[src/rtl/cfg_regfile_pkg.sv]
package cfg_regfile_pkg;
  localparam int ADDR_W   = 8;
  localparam int DATA_W   = 8;
  localparam int NUM_CH   = 8;
  localparam int GPI_SYNC = 2;

  typedef logic [ADDR_W-1:0] addr_t;
  typedef logic [DATA_W-1:0] data_t;

  localparam addr_t A_STATUS   = 8'h00;
  localparam addr_t A_GENERAL  = 8'h01;
  localparam addr_t A_DATA     = 8'h02;
  localparam addr_t A_OSR      = 8'h03;
  localparam addr_t A_OPMODE   = 8'h04;
  localparam addr_t A_PIN      = 8'h05;
  localparam addr_t A_GPIO_DIR = 8'h07;
  localparam addr_t A_GPO_DRV  = 8'h09;
  localparam addr_t A_GPO_VAL  = 8'h0B;
  localparam addr_t A_GPI      = 8'h0D;
  localparam addr_t A_SEQ      = 8'h10;
  localparam addr_t A_CHSEL    = 8'h11;
  localparam addr_t A_AUTO     = 8'h12;
  localparam addr_t A_KEY      = 8'hBF;
  localparam addr_t A_DIAG_EN  = 8'hC0;
  localparam addr_t A_BITS_LO  = 8'hC1;
  localparam addr_t A_BITS_HI  = 8'hC2;

  localparam data_t UNLOCK_KEY = 8'h96;
  localparam data_t GEN_MASK   = 8'hCC;

  typedef struct packed {
    addr_t addr;
    data_t mask;
    data_t rst;
    logic  diag;
  } plain_desc_t;

  localparam int NUM_PLAIN = 13;
  localparam int I_DATA = 0, I_OSR = 1, I_OPMODE = 2, I_PIN = 3, I_GPIO_DIR = 4,
                 I_GPO_DRV = 5, I_GPO_VAL = 6, I_SEQ = 7, I_CHSEL = 8, I_AUTO = 9,
                 I_DIAG_EN = 10, I_BITS_LO = 11, I_BITS_HI = 12;

  localparam plain_desc_t PLAIN [NUM_PLAIN] = '{
    '{A_DATA,     8'hB3, 8'h00, 1'b0},
    '{A_OSR,      8'h07, 8'h00, 1'b0},
    '{A_OPMODE,   8'h1F, 8'h04, 1'b0},
    '{A_PIN,      8'hFF, 8'h00, 1'b0},
    '{A_GPIO_DIR, 8'hFF, 8'h00, 1'b0},
    '{A_GPO_DRV,  8'hFF, 8'h00, 1'b0},
    '{A_GPO_VAL,  8'hFF, 8'h00, 1'b0},
    '{A_SEQ,      8'h13, 8'h00, 1'b0},
    '{A_CHSEL,    8'h0F, 8'h00, 1'b0},
    '{A_AUTO,     8'hFF, 8'h00, 1'b0},
    '{A_DIAG_EN,  8'h11, 8'h00, 1'b1},
    '{A_BITS_LO,  8'hFF, 8'h00, 1'b1},
    '{A_BITS_HI,  8'hFF, 8'h00, 1'b1}
  };
endpackage

[src/rtl/cfg_plain_reg.sv]
module cfg_plain_reg
  import cfg_regfile_pkg::*;
#(
  parameter addr_t ADDR = '0,
  parameter data_t MASK = '1,
  parameter data_t RST  = '0
) (
  input  logic  clk,
  input  logic  rst,
  input  logic  soft_rst,
  input  logic  wr_ok,
  input  addr_t wr_addr,
  input  data_t wr_data,
  output data_t q
);
  always_ff @(posedge clk) begin
    if (rst || soft_rst) begin
      q <= RST;
    end else if (wr_ok && wr_addr == ADDR) begin
      q <= (wr_data & MASK) | (RST & ~MASK);
    end
  end
endmodule

[src/rtl/cfg_status_ctl.sv]
module cfg_status_ctl
  import cfg_regfile_pkg::*;
(
  input  logic  clk,
  input  logic  rst,
  input  logic  wr_en,
  input  addr_t wr_addr,
  input  data_t wr_data,
  input  logic  crc_err_pulse,
  input  logic  cal_done,
  output logic  soft_rst,
  output logic  bor_q,
  output logic  crc_err_q,
  output logic  cal_q,
  output data_t gen_q,
  output data_t status_byte,
  output data_t general_byte
);
  logic wr_status, wr_general;

  assign wr_status  = wr_en && (wr_addr == A_STATUS);
  assign wr_general = wr_en && (wr_addr == A_GENERAL);
  // Command bit 0 of the general byte: immediate, never stored
  assign soft_rst   = wr_general && wr_data[0];

  always_ff @(posedge clk) begin
    if (rst || soft_rst) begin
      bor_q     <= 1'b1;
      crc_err_q <= 1'b0;
      cal_q     <= 1'b0;
      gen_q     <= '0;
    end else begin
      if (wr_status && wr_data[0]) bor_q <= 1'b0;
      if (wr_status && wr_data[1]) crc_err_q <= 1'b0;
      // error event beats a same-cycle clear
      if (crc_err_pulse) crc_err_q <= 1'b1;
      if (cal_done) cal_q <= 1'b0;
      if (wr_general) begin
        gen_q <= wr_data & GEN_MASK;
        if (wr_data[1]) cal_q <= 1'b1;
      end
    end
  end

  always_comb begin
    status_byte      = '0;
    status_byte[7]   = 1'b1;
    status_byte[1]   = crc_err_q;
    status_byte[0]   = bor_q;
    general_byte     = gen_q;
    general_byte[1]  = cal_q;
  end
endmodule

[src/rtl/cfg_diag_lock.sv]
module cfg_diag_lock
  import cfg_regfile_pkg::*;
(
  input  logic  clk,
  input  logic  rst,
  input  logic  soft_rst,
  input  logic  wr_ok,
  input  addr_t wr_addr,
  input  data_t wr_data,
  output data_t key_q,
  output logic  unlocked
);
  always_ff @(posedge clk) begin
    if (rst || soft_rst) begin
      key_q    <= '0;
      unlocked <= 1'b0;
    end else if (wr_ok && wr_addr == A_KEY) begin
      key_q    <= wr_data;
      unlocked <= (wr_data == UNLOCK_KEY);
    end
  end
endmodule

[src/rtl/cfg_regfile.sv]
module cfg_regfile
  import cfg_regfile_pkg::*;
(
  input  logic                clk,
  input  logic                rst,
  input  logic                wr_en,
  input  logic [ADDR_W-1:0]   wr_addr,
  input  logic [DATA_W-1:0]   wr_data,
  input  logic                rd_en,
  input  logic [ADDR_W-1:0]   rd_addr,
  input  logic                crc_err_pulse,
  input  logic                cal_done,
  input  logic [NUM_CH-1:0]   gpi_in,
  output logic                rd_valid,
  output logic [DATA_W-1:0]   rd_data,
  output logic                bor_flag,
  output logic                crc_err_flag,
  output logic                ref_en,
  output logic                crc_en,
  output logic                range_2x,
  output logic                ch_force_analog,
  output logic                cal_req,
  output logic                fixed_pattern,
  output logic [1:0]          append_sel,
  output logic [1:0]          spi_mode,
  output logic [2:0]          osr_sel,
  output logic [3:0]          clk_div,
  output logic                osc_low_power,
  output logic [NUM_CH-1:0]   pin_is_gpio,
  output logic [NUM_CH-1:0]   gpio_is_out,
  output logic [NUM_CH-1:0]   gpo_push_pull,
  output logic [NUM_CH-1:0]   gpo_level,
  output logic [1:0]          seq_mode,
  output logic                seq_start,
  output logic [3:0]          manual_ch,
  output logic [NUM_CH-1:0]   auto_ch_mask,
  output logic                diag_unlocked,
  output logic                vtest_en,
  output logic                bitwalk_en,
  output logic [2*DATA_W-1:0] bit_sample
);
  logic  soft_rst, bor_q, crc_err_q, cal_q, unlocked, locked_out, wr_ok;
  data_t gen_q, status_byte, general_byte, key_q, rd_mux;
  data_t plain_q [NUM_PLAIN];
  logic [NUM_CH-1:0] gpi_sync [GPI_SYNC];

  cfg_status_ctl u_status (
    .clk, .rst, .wr_en, .wr_addr, .wr_data, .crc_err_pulse, .cal_done,
    .soft_rst, .bor_q, .crc_err_q, .cal_q, .gen_q, .status_byte, .general_byte
  );

  // Lockout exempts the status and general-control addresses
  assign locked_out = crc_err_q && (wr_addr != A_STATUS) && (wr_addr != A_GENERAL);
  assign wr_ok      = wr_en && !locked_out;

  cfg_diag_lock u_diag (
    .clk, .rst, .soft_rst, .wr_ok, .wr_addr, .wr_data, .key_q, .unlocked
  );

  for (genvar i = 0; i < NUM_PLAIN; i++) begin : g_plain
    logic en;
    if (PLAIN[i].diag) begin : g_gated
      assign en = wr_ok && unlocked;
    end else begin : g_open
      assign en = wr_ok;
    end
    cfg_plain_reg #(
      .ADDR(PLAIN[i].addr), .MASK(PLAIN[i].mask), .RST(PLAIN[i].rst)
    ) u_reg (
      .clk, .rst, .soft_rst, .wr_ok(en), .wr_addr, .wr_data, .q(plain_q[i])
    );
  end

  for (genvar s = 0; s < GPI_SYNC; s++) begin : g_sync
    always_ff @(posedge clk) begin
      if (rst) gpi_sync[s] <= '0;
      else     gpi_sync[s] <= (s == 0) ? gpi_in : gpi_sync[(s == 0) ? 0 : s-1];
    end
  end

  always_comb begin
    rd_mux = '0;
    unique case (rd_addr)
      A_STATUS:  rd_mux = status_byte;
      A_GENERAL: rd_mux = general_byte;
      A_GPI:     rd_mux = gpi_sync[GPI_SYNC-1];
      A_KEY:     rd_mux = key_q;
      default: begin
        for (int i = 0; i < NUM_PLAIN; i++) begin
          if (rd_addr == PLAIN[i].addr) rd_mux = plain_q[i];
        end
      end
    endcase
  end

  always_ff @(posedge clk) begin
    if (rst) begin
      rd_valid <= 1'b0;
      rd_data  <= '0;
    end else begin
      rd_valid <= rd_en;
      if (rd_en) rd_data <= rd_mux;
    end
  end

  assign bor_flag        = bor_q;
  assign crc_err_flag    = crc_err_q;
  assign ref_en          = gen_q[7];
  assign crc_en          = gen_q[6];
  assign range_2x        = gen_q[3];
  assign ch_force_analog = gen_q[2];
  assign cal_req         = cal_q;
  assign fixed_pattern   = plain_q[I_DATA][7];
  assign append_sel      = plain_q[I_DATA][5:4];
  assign spi_mode        = plain_q[I_DATA][1:0];
  assign osr_sel         = plain_q[I_OSR][2:0];
  assign clk_div         = plain_q[I_OPMODE][3:0];
  assign osc_low_power   = plain_q[I_OPMODE][4];
  assign pin_is_gpio     = plain_q[I_PIN][NUM_CH-1:0];
  assign gpio_is_out     = plain_q[I_GPIO_DIR][NUM_CH-1:0];
  assign gpo_push_pull   = plain_q[I_GPO_DRV][NUM_CH-1:0];
  assign gpo_level       = plain_q[I_GPO_VAL][NUM_CH-1:0];
  assign seq_mode        = plain_q[I_SEQ][1:0];
  assign seq_start       = plain_q[I_SEQ][4];
  assign manual_ch       = plain_q[I_CHSEL][3:0];
  assign auto_ch_mask    = plain_q[I_AUTO][NUM_CH-1:0];
  assign diag_unlocked   = unlocked;
  assign vtest_en        = plain_q[I_DIAG_EN][4];
  assign bitwalk_en      = plain_q[I_DIAG_EN][0];
  assign bit_sample      = {plain_q[I_BITS_HI], plain_q[I_BITS_LO]};
endmodule

[config.mk]
export PLATFORM = sky130hd
export DESIGN_NAME = cfg_regfile
export DESIGN_NICKNAME = d
export VERILOG_FILES = /design/src/rtl/cfg_regfile_pkg.sv /design/src/rtl/cfg_plain_reg.sv /design/src/rtl/cfg_status_ctl.sv /design/src/rtl/cfg_diag_lock.sv /design/src/rtl/cfg_regfile.sv
export SDC_FILE = /design/constraint.sdc
export NUM_CORES = 1
export LEC_CHECK = 0
export ABC_CLOCK_PERIOD_IN_PS = 4400
export BUFFER_PORTS_ARGS = -buffer_cell sky130_fd_sc_hd__buf_2
export CORE_UTILIZATION = 50
export CTS_CLUSTER_DIAMETER = 60
export DETAILED_ROUTE_END_ITERATION = 12
export PLACE_DENSITY = 0.7
export SYNTH_ARGS = -nofsm -noshare
export SYNTH_HDL_FRONTEND = slang
export SYNTH_HIERARCHICAL = 1
export SYNTH_SLANG_ARGS = --single-unit
export TNS_END_PERCENT = 30
[constraint.sdc]
create_clock -name clk -period 4.4 [get_ports clk]
set_clock_uncertainty 0.05 [all_clocks]
set_input_delay 0.44 -clock clk [delete_from_list [all_inputs] [get_ports clk]]
set_output_delay 0.44 -clock clk [all_outputs]
set_load 0.02 [all_outputs]
==> metrics, run 1 <==
final setup fails 0; Initial Utilization 51.7%; crit path cell chain buf_2 > nor4_1 > nand2_1 > a21boi_0 > and2_1 > and4b_1 > nand4b_1 > mux2i_1; post-route ant nets 0; placed insts 1104; worst path arrival time 2.99 ns; P_sw 687 uW; routed vias/inst 5.89; largest net degree at the start of global routing 44; via count 6688; max cap viols 0; worst-margin pin slew roughly 1.1 ns; initial DRC count approximately 700; IO Count 133; pre-CTS WS ~1.3 ns; total setup buffers inserted after CTS 0; Crit Reg-Reg Startpoint u_status/crc_err_q; Final WS setup 1.69 ns; cts hold-fix bufs 0; PortBufs 132; first-pass GRT wire length 33.8 mm; cell family with the largest share of critical-path delay simple AND/OR/NAND/NOR gates; vias in the first global route approximately 6000; synthesized area 7230 um2; DPL Wire Length about 16 mm; Worst-Skew Late Latency 0.42 ns; Final period util 61.7%; Pins Over Slew Limit 0; total CTS buffers 17; cells after synthesis roughly 850; cts repair resizes 0; HP Start gpi_in[4]; Max FO, Critical Path 18; Critical Path RT 4.68 ns; Worst path slowest cell a21boi_0; Routed WL per cell 19.8 um; Nets between 900 and 1000; TritonCTS clock tree yes; Hold/Removal Path Class in -> reg; Ant. Diodes 0; switching fraction of total power between 20% and 30%; Syn Area/Cell roughly 8.6 um2; Detailed Route WL between 20 and 25 mm; combinational share of power 9.7%; CTS Sinks 119; global route total overflow 0; CTS root buffer clkbuf_16; Core ar. roughly 14000 um2; Power Density roughly 340 nW/um2; initial antenna violation count 0; Post-Layout Cell Count ~1100; unrepaired setup endpoints after global routing false; GRT Total Usage 30.3%; die area 14900 um2; crit path time final between 2 and 3 ns; Max clock buf depth 2; # rows 43; clk slew on worst S/H paths approximately 0.050 ns; Worst Setup End Kind flop; kind of critical path in -> reg; LEAKAGE 0.00388 uW; Die X 122 um; count of final hold-check violations 0; worst vdd ir 278 uV; status finished, final reports clean; startpoint types input port; Clock power frac 51.4%; fillers 1319; share of cells above drive strength 1 about 23%; total power 2820 uW; Crit path largest cell delay 0.52 ns; Internal Pwr Total 2140 uW; Max Freq between 300 and 400 MHz; Final Wtd Congestion 0.920; H-tree Lvls 4; slew margin rel. a little over a quarter; Bufs and invs on worst path 1; Die Y 122 um; sequential share of power between 30 and 40%; DRC Markers 0; Setup TNS 0 ns; Yosys warning count 6; Area Overhead vs Synth 15.0%; Pre-antenna DRT Iters 5; Worst setup startpoint wr_addr[4]
## through the flow
stage / cell area, um2 / util, % / hold slack, ns
after global routing: 8310 / 59.4 / 0.177
final: 8310 / 59.4 / 0.182
after global placement: 7690 / 55.0 / 0.370
after CTS: 8310 / 59.4 / 0.172
after detailed placement: 7690 / 55.0 / 0.376
after floorplan: 7330 / - / 0.364
## metal layers
metal  GRT usage, %  share of wire [%]
met3           6.69                8.8
met4           13.3                3.1
met1           41.9                 44
met5              0                  0
met2           44.9                 44
## power by group through the flow
stage	registers [uW]	logic (uW)	clock network [uW]
3_5_place_dp	1120	264	0
4_1_cts	1100	266	1460
2_1_floorplan	1130	175	0
5_1_grt	1100	293	1520
6_report	1100	273	1450
3_3_place_gp	1120	262	0
## area by class of cell
cell class | count | area, um2 | area share (%)
timing repair buffer | 136 | 691 | 8.31
clock buffer | 24 | 502 | 6.04
tap | 180 | 225 | 2.71
clock inverter | 8 | 118 | 1.42
sequential | 119 | 2380 | 28.7
multi-input combinational | 664 | 4380 | 52.6
inverter | 5 | 18.8 | 0.226
## worst paths after layout
check	to	slack, ns	cells past startpoint
max	g_plain[12].u_reg/q[0]	1.69	8
min	gpi_sync[0][4]	0.18	2
max reg2reg	g_plain[12].u_reg/q[0]	1.91	5
min reg2reg	gpi_sync[1][3]	0.38	1
## state kept, by name, summed over array words and instances, names as in the netlist
register	flops
g_plain.u_reg/q	78
gpi_sync	16
rd_data	8
rd_valid	1
u_diag/key_q	8
u_diag/unlocked	1
u_status/bor_q	1
u_status/cal_q	1
u_status/crc_err_q	1
u_status/gen_q	4
## cell usage in the layout, fill, tap and decap left out, types with 10 or more instances in the layout
master     instances
mux2i_1           99
clkbuf_16         17
nand3_1           16
buf_2            132
a22oi_1           13
nor3_1            16
dfxtp_1          119
a21oi_1           21
nand4b_1          10
o21ai_0           19
conb_1            35
nor2_1            41
nor2b_1           27
nand2_1          199
No activity file was read; power rests on OpenSTA's default activity.
==> run 2: changes to the inputs <==
--- a/config.mk
+++ b/config.mk
@@ -5,12 +5,13 @@
 export SDC_FILE = /design/constraint.sdc
 export NUM_CORES = 1
 export LEC_CHECK = 0
-export ABC_CLOCK_PERIOD_IN_PS = 4400
+export ABC_AREA = 1
+export ABC_CLOCK_PERIOD_IN_PS = 2800
 export BUFFER_PORTS_ARGS = -buffer_cell sky130_fd_sc_hd__buf_2
 export CORE_UTILIZATION = 50
 export CTS_CLUSTER_DIAMETER = 60
 export DETAILED_ROUTE_END_ITERATION = 12
-export PLACE_DENSITY = 0.7
+export PLACE_DENSITY = 0.69
 export SYNTH_ARGS = -nofsm -noshare
 export SYNTH_HDL_FRONTEND = slang
 export SYNTH_HIERARCHICAL = 1
==> constraint.sdc (replaced) <==
create_clock -name clk -period 2.8 [get_ports clk]
set_clock_uncertainty 0.05 [all_clocks]
set_input_delay 0.28 -clock clk [delete_from_list [all_inputs] [get_ports clk]]
set_output_delay 0.28 -clock clk [all_outputs]
set_load 0.02 [all_outputs]
==> metrics, run 2 <==
DRC Markers 2; smallest hold slack 0.00215 ns; share of cells above drive strength 1 21.1%; startpoint types input port; sequential share of power between 30% and 40%; PortBufs 132; worst-margin pin slew 0.709 ns; Critical Path RT 3.11 ns; CTS Sinks approximately 120; cts hold-fix bufs 0; Setup TNS 0 ns; Core Util, Final about 60%; total setup buffers inserted after CTS 0; Yosys warning count 6; routed vias/inst between 5 and 6; Max clock buf depth 2; Area Overhead vs Synth 17.0%; commonest cells after routing, fill and taps aside nor2_1, nand2_1, inv_1; Final WS setup 0.859 ns; Ant. Diodes 0; max cap viols 0; status finished, violations left; Hold/Removal Path Class in -> reg; Internal Pwr Total 3200 uW; combinational share of power between 10% and 20%; Pins Over Slew Limit 0; Multi-input gate area around 4200 um2; synthesized area 7720 um2; Die X between 100 and 150 um; Worst-Skew Late Latency around 0.43 ns; DPL Wire Length 17.1 mm; vias in the first global route 6824; die area roughly 16000 um2; Register Area between 2000 and 2500 um2; Detailed Route WL 23.7 mm; Nets 1416; count of final hold-check violations 0; Syn Area/Cell 6.24 um2; Final period util 69.3%; Largest regs g_plain.u_reg/q (78), gpi_sync (16); clk slew on worst S/H paths around 0.06 ns; Max Freq 515 MHz; Largest Register g_plain.u_reg/q; cells after synthesis 1237; Pre-antenna DRT Iters 10; final setup fails 0; total power 4370 uW; H-tree Lvls 4; first-pass GRT wire length approximately 37 mm; cts repair resizes 0; slew margin rel. between 50% and 60%; pre-CTS WS approximately 0.44 ns; switching fraction of total power a little over a quarter; Worst Setup End Kind flop; Die Y roughly 130 um; Power Density 485 nW/um2; kind of critical path in -> reg; Clock power frac 50.6%; Initial Utilization 50.9%; TritonCTS clock tree yes; most common cell after layout, fill and taps aside nor2_1; global route total overflow 0; LEAKAGE 0.00478 uW; worst path arrival time around 2.3 ns; crit path time final 1.94 ns; Max FO, Critical Path 13; GRT Total Usage 30.4%; P_sw 1170 uW; initial DRC count 778; Core ar. 15100 um2; post-route ant nets 0; failing checks DRC; via count 7895; unrepaired setup endpoints after global routing false; total CTS buffers 17; initial antenna violation count 0; Final Wtd Congestion 0.942; IO Count 133; # rows 45; max FFs per register 78; Routed WL per cell 15.0 um; fillers between 1500 and 2000; largest net degree at the start of global routing 26; worst vdd ir about 410 uV; CTS root buffer clkbuf_16
==> run 2: stage by stage <==
step,instances,instance area [um2]
after floorplan,1264,7820
after global placement,1547,8430
after detailed placement,1547,8430
after CTS,1578,9020
after global routing,1578,9020
final,1578,9020
==> run 2: layout make-up <==
type                    count  area share (%)
inverters                 220            9.23
well taps                 188            2.61
repair buffers            145            8.40
flip-flops and latches    119            26.4
clock inverters            11            1.37
multi-input cells         875            46.8
clock buffers              20            5.17
==> run 2: metal layers <==
| metal | global-route usage (%) | share of wire, % |
|---|---|---|
| met5 | 0 | 0 |
| met4 | 11.1 | 2.4 |
| met2 | 44.4 | 43 |
| met1 | 44.0 | 46 |
| met3 | 6.24 | 8.8 |
==> run 2: path summary, 6_finish.rpt <==
| path | slack, ns | end | depth (start not counted) | startpoint |
|---|---|---|---|---|
| max | 0.86 | g_plain[3].u_reg/q[1] | 12 | wr_addr[1] |
| min | 0.002 | gpi_sync[0][3] | 3 | gpi_in[3] |
| max reg2reg | 1.10 | g_plain[3].u_reg/q[1] | 10 | u_status/crc_err_q |
| min reg2reg | 0.35 | gpi_sync[1][2] | 2 | gpi_sync[0][2] |
==> run 2: critical path, stage by stage <==
cell and delay [ns]:
buf_2 0.10, or4_1 0.51, nor4_1 0.16, o21ai_0 0.14
inv_1 0.07, buf_4 0.24, nand2_2 0.10, nor2_4 0.22
inv_2 0.10, nor2_8 0.17, nor2_1 0.05, nor2_1 0.11
==> run 2: power groups by stage <==
stage	Combinational [uW]	Sequential, uW	Clock, uW
after detailed placement	431	1760	0
after CTS	433	1720	2210
final	439	1720	2210
after floorplan	276	1770	0
after global placement	424	1760	0
after global routing	487	1720	2310
==> run 3: changes to the inputs <==
--- a/config.mk
+++ b/config.mk
@@ -6,7 +6,7 @@
 export NUM_CORES = 1
 export LEC_CHECK = 0
 export ABC_AREA = 1
-export ABC_CLOCK_PERIOD_IN_PS = 2800
+export ABC_CLOCK_PERIOD_IN_PS = 1900
 export BUFFER_PORTS_ARGS = -buffer_cell sky130_fd_sc_hd__buf_2
 export CORE_UTILIZATION = 50
 export CTS_CLUSTER_DIAMETER = 60
==> constraint.sdc (replaced) <==
create_clock -name clk -period 1.9 [get_ports clk]
set_clock_uncertainty 0.05 [all_clocks]
set_input_delay 0.19 -clock clk [delete_from_list [all_inputs] [get_ports clk]]
set_output_delay 0.19 -clock clk [all_outputs]
set_load 0.02 [all_outputs]
==> metrics, run 3 (synthesized netlist as in run 2, its figures left out) <==
status finished, final reports clean; final setup fails 0; Max FO, Critical Path 9; startpoint types input port; fillers ~1500; TritonCTS clock tree yes; LEAKAGE 0.00504 uW; H-tree Lvls 4; kind of critical path in -> reg; Worst-Skew Late Latency about 0.42 ns; vias in the first global route 7243; total CTS buffers 17; Worst Setup End Kind flop; CP Capture Point g_plain[11].u_reg/q[3]; # rows 45; die area roughly 16000 um2; PortBufs 132; Register-to-Register Path Depth 11; Core Util, Final a little over three fifths; first-pass GRT wire length 38.2 mm; Max clock buf depth 2; slew margin rel. around 64%; Power Density just over 700 nW/um2; worst-margin pin slew 0.535 ns; global route total overflow 0; worst path arrival time 2.05 ns; post-route ant nets 0; largest net degree at the start of global routing 25; via count 8055; cts repair resizes 0; Initial Utilization 50.9%; total power between 6000 and 7000 uW; IO Count 133; DPL Wire Length 17.2 mm; Pre-antenna DRT Iters 5; Final period util 91.6%; max FFs per register 78; CTS Sinks around 120; commonest cells after routing, fill and taps aside nor2_1, nand2_1, inv_1; Die Y 126 um; Pins Over Slew Limit 0; initial DRC count 699; Core ar. 15100 um2; count of final hold-check violations 0; Worst setup startpoint wr_addr[1]; crit path time final 1.74 ns; Detailed Route WL 24.1 mm; Ant. Diodes 0; Routed WL per cell 14.8 um; Final Wtd Congestion 0.872; Area Overhead vs Synth 23.4%; clk slew on worst S/H paths roughly 0.06 ns; worst vdd ir 615 uV; Largest Register g_plain.u_reg/q; Largest regs g_plain.u_reg/q (78), gpi_sync (16); share of cells above drive strength 1 22.9%; routed vias/inst 4.96; max cap viols 0; total setup buffers inserted after CTS 0; Hold/Removal Path Class in -> reg; Max Freq 575 MHz; r2r setup slk approximately 0.29 ns; unrepaired setup endpoints after global routing false; DRC Markers 0; Nets 1460; Critical Path RT about 2.2 ns; most common cell after layout, fill and taps aside nor2_1; GRT Total Usage 31.1%; worst r2r dst g_plain[7].u_reg/q[0]; Die X 126 um; Crit Reg-Reg Startpoint u_status/crc_err_q; CTS root buffer clkbuf_16; initial antenna violation count 0
-- run 3: changes by cell type in the layout (fill, tap and decap cells not counted), sizes merged --
cell	before	now
dlygate4sd3	0	10
buf	145	179
bufinv	2	5
clkinvlp	3	2
clkinv	7	6
-- run 3: worst min path at each step --
stage | depth (start not counted) | slack, ns | from | end
after floorplan | 2 | 0.25 | gpi_in[0] | gpi_sync[0][0]
after global placement | 3 | 0.34 | gpi_in[0] | gpi_sync[0][0]
after detailed placement | 2 | 0.34 | gpi_sync[0][7] | gpi_sync[1][7]
after CTS | 4 | 0.11 | rd_en | rd_data[4]
after global routing | 4 | 0.14 | rd_en | rd_data[5]
final | 4 | 0.12 | rd_en | rd_data[4]
-- run 3: report_power, final --
| part | leakage (uW) | internal, uW | total [uW] | switching, uW |
|---|---|---|---|---|
| clock network | 0.000316 | 2390 | 3590 | 1200 |
| registers | 0.000964 | 2530 | 2540 | 13.1 |
| logic | 0.00376 | 219 | 706 | 488 |
-- run 3: cell type report --
| cell class | count | area [um2] | area share (%) |
|---|---|---|---|
| Timing Repair Buffer | 189 | 1190 | 12.5 |
| Sequential cell | 119 | 2380 | 25.0 |
| Inverter | 220 | 833 | 8.75 |
| Clock buffer | 20 | 457 | 4.80 |
| Tap cell | 188 | 235 | 2.47 |
| Multi-Input combinational cell | 875 | 4230 | 44.4 |
| Clock inverter | 12 | 198 | 2.08 |
-- run 3: critical path: stages --
cell,delay (ns)
buf_2,0.11
or4_1,0.50
nor4_1,0.20
o21ai_1,0.14
nor2_1,0.10
buf_4,0.14
nand2_2,0.08
nor2_8,0.19
inv_4,0.06
nor2_8,0.17
nor2_1,0.06
nor2_1,0.11
-- run 3: metrics by stage --
| step | cells | hold slack (ns) | setup TNS (ns) | instance area [um2] | worst slack (ns) |
|---|---|---|---|---|---|
| after floorplan | 1264 | 0.247 | -0.612 | 7820 | -0.0622 |
| after global placement | 1581 | 0.338 | -13.57 | 8760 | -0.193 |
| after detailed placement | 1581 | 0.345 | -17.96 | 8760 | -0.252 |
| after CTS | 1623 | 0.111 | 0 | 9520 | 0.185 |
| after global routing | 1623 | 0.143 | 0 | 9520 | 0.00163 |
| final | 1623 | 0.119 | 0 | 9520 | 0.160 |
-- run 3: repair_timing --
| action | in CTS | in global routing |
|---|---|---|
| hold buffers | 10 | 0 |
| endpoints found under the hold margin | 10 | 0 |
| endpoints found under the setup margin | 0 | 0 |
-- run 3: routing by layer --
metal  GRT usage (%)  part of all wire [%]  routed length, um
met1            44.7                    47              11300
met3            6.24                   8.6               2080
met4            9.71                   2.1                510
met2            46.5                    42              10200
met5               0                     0                  0
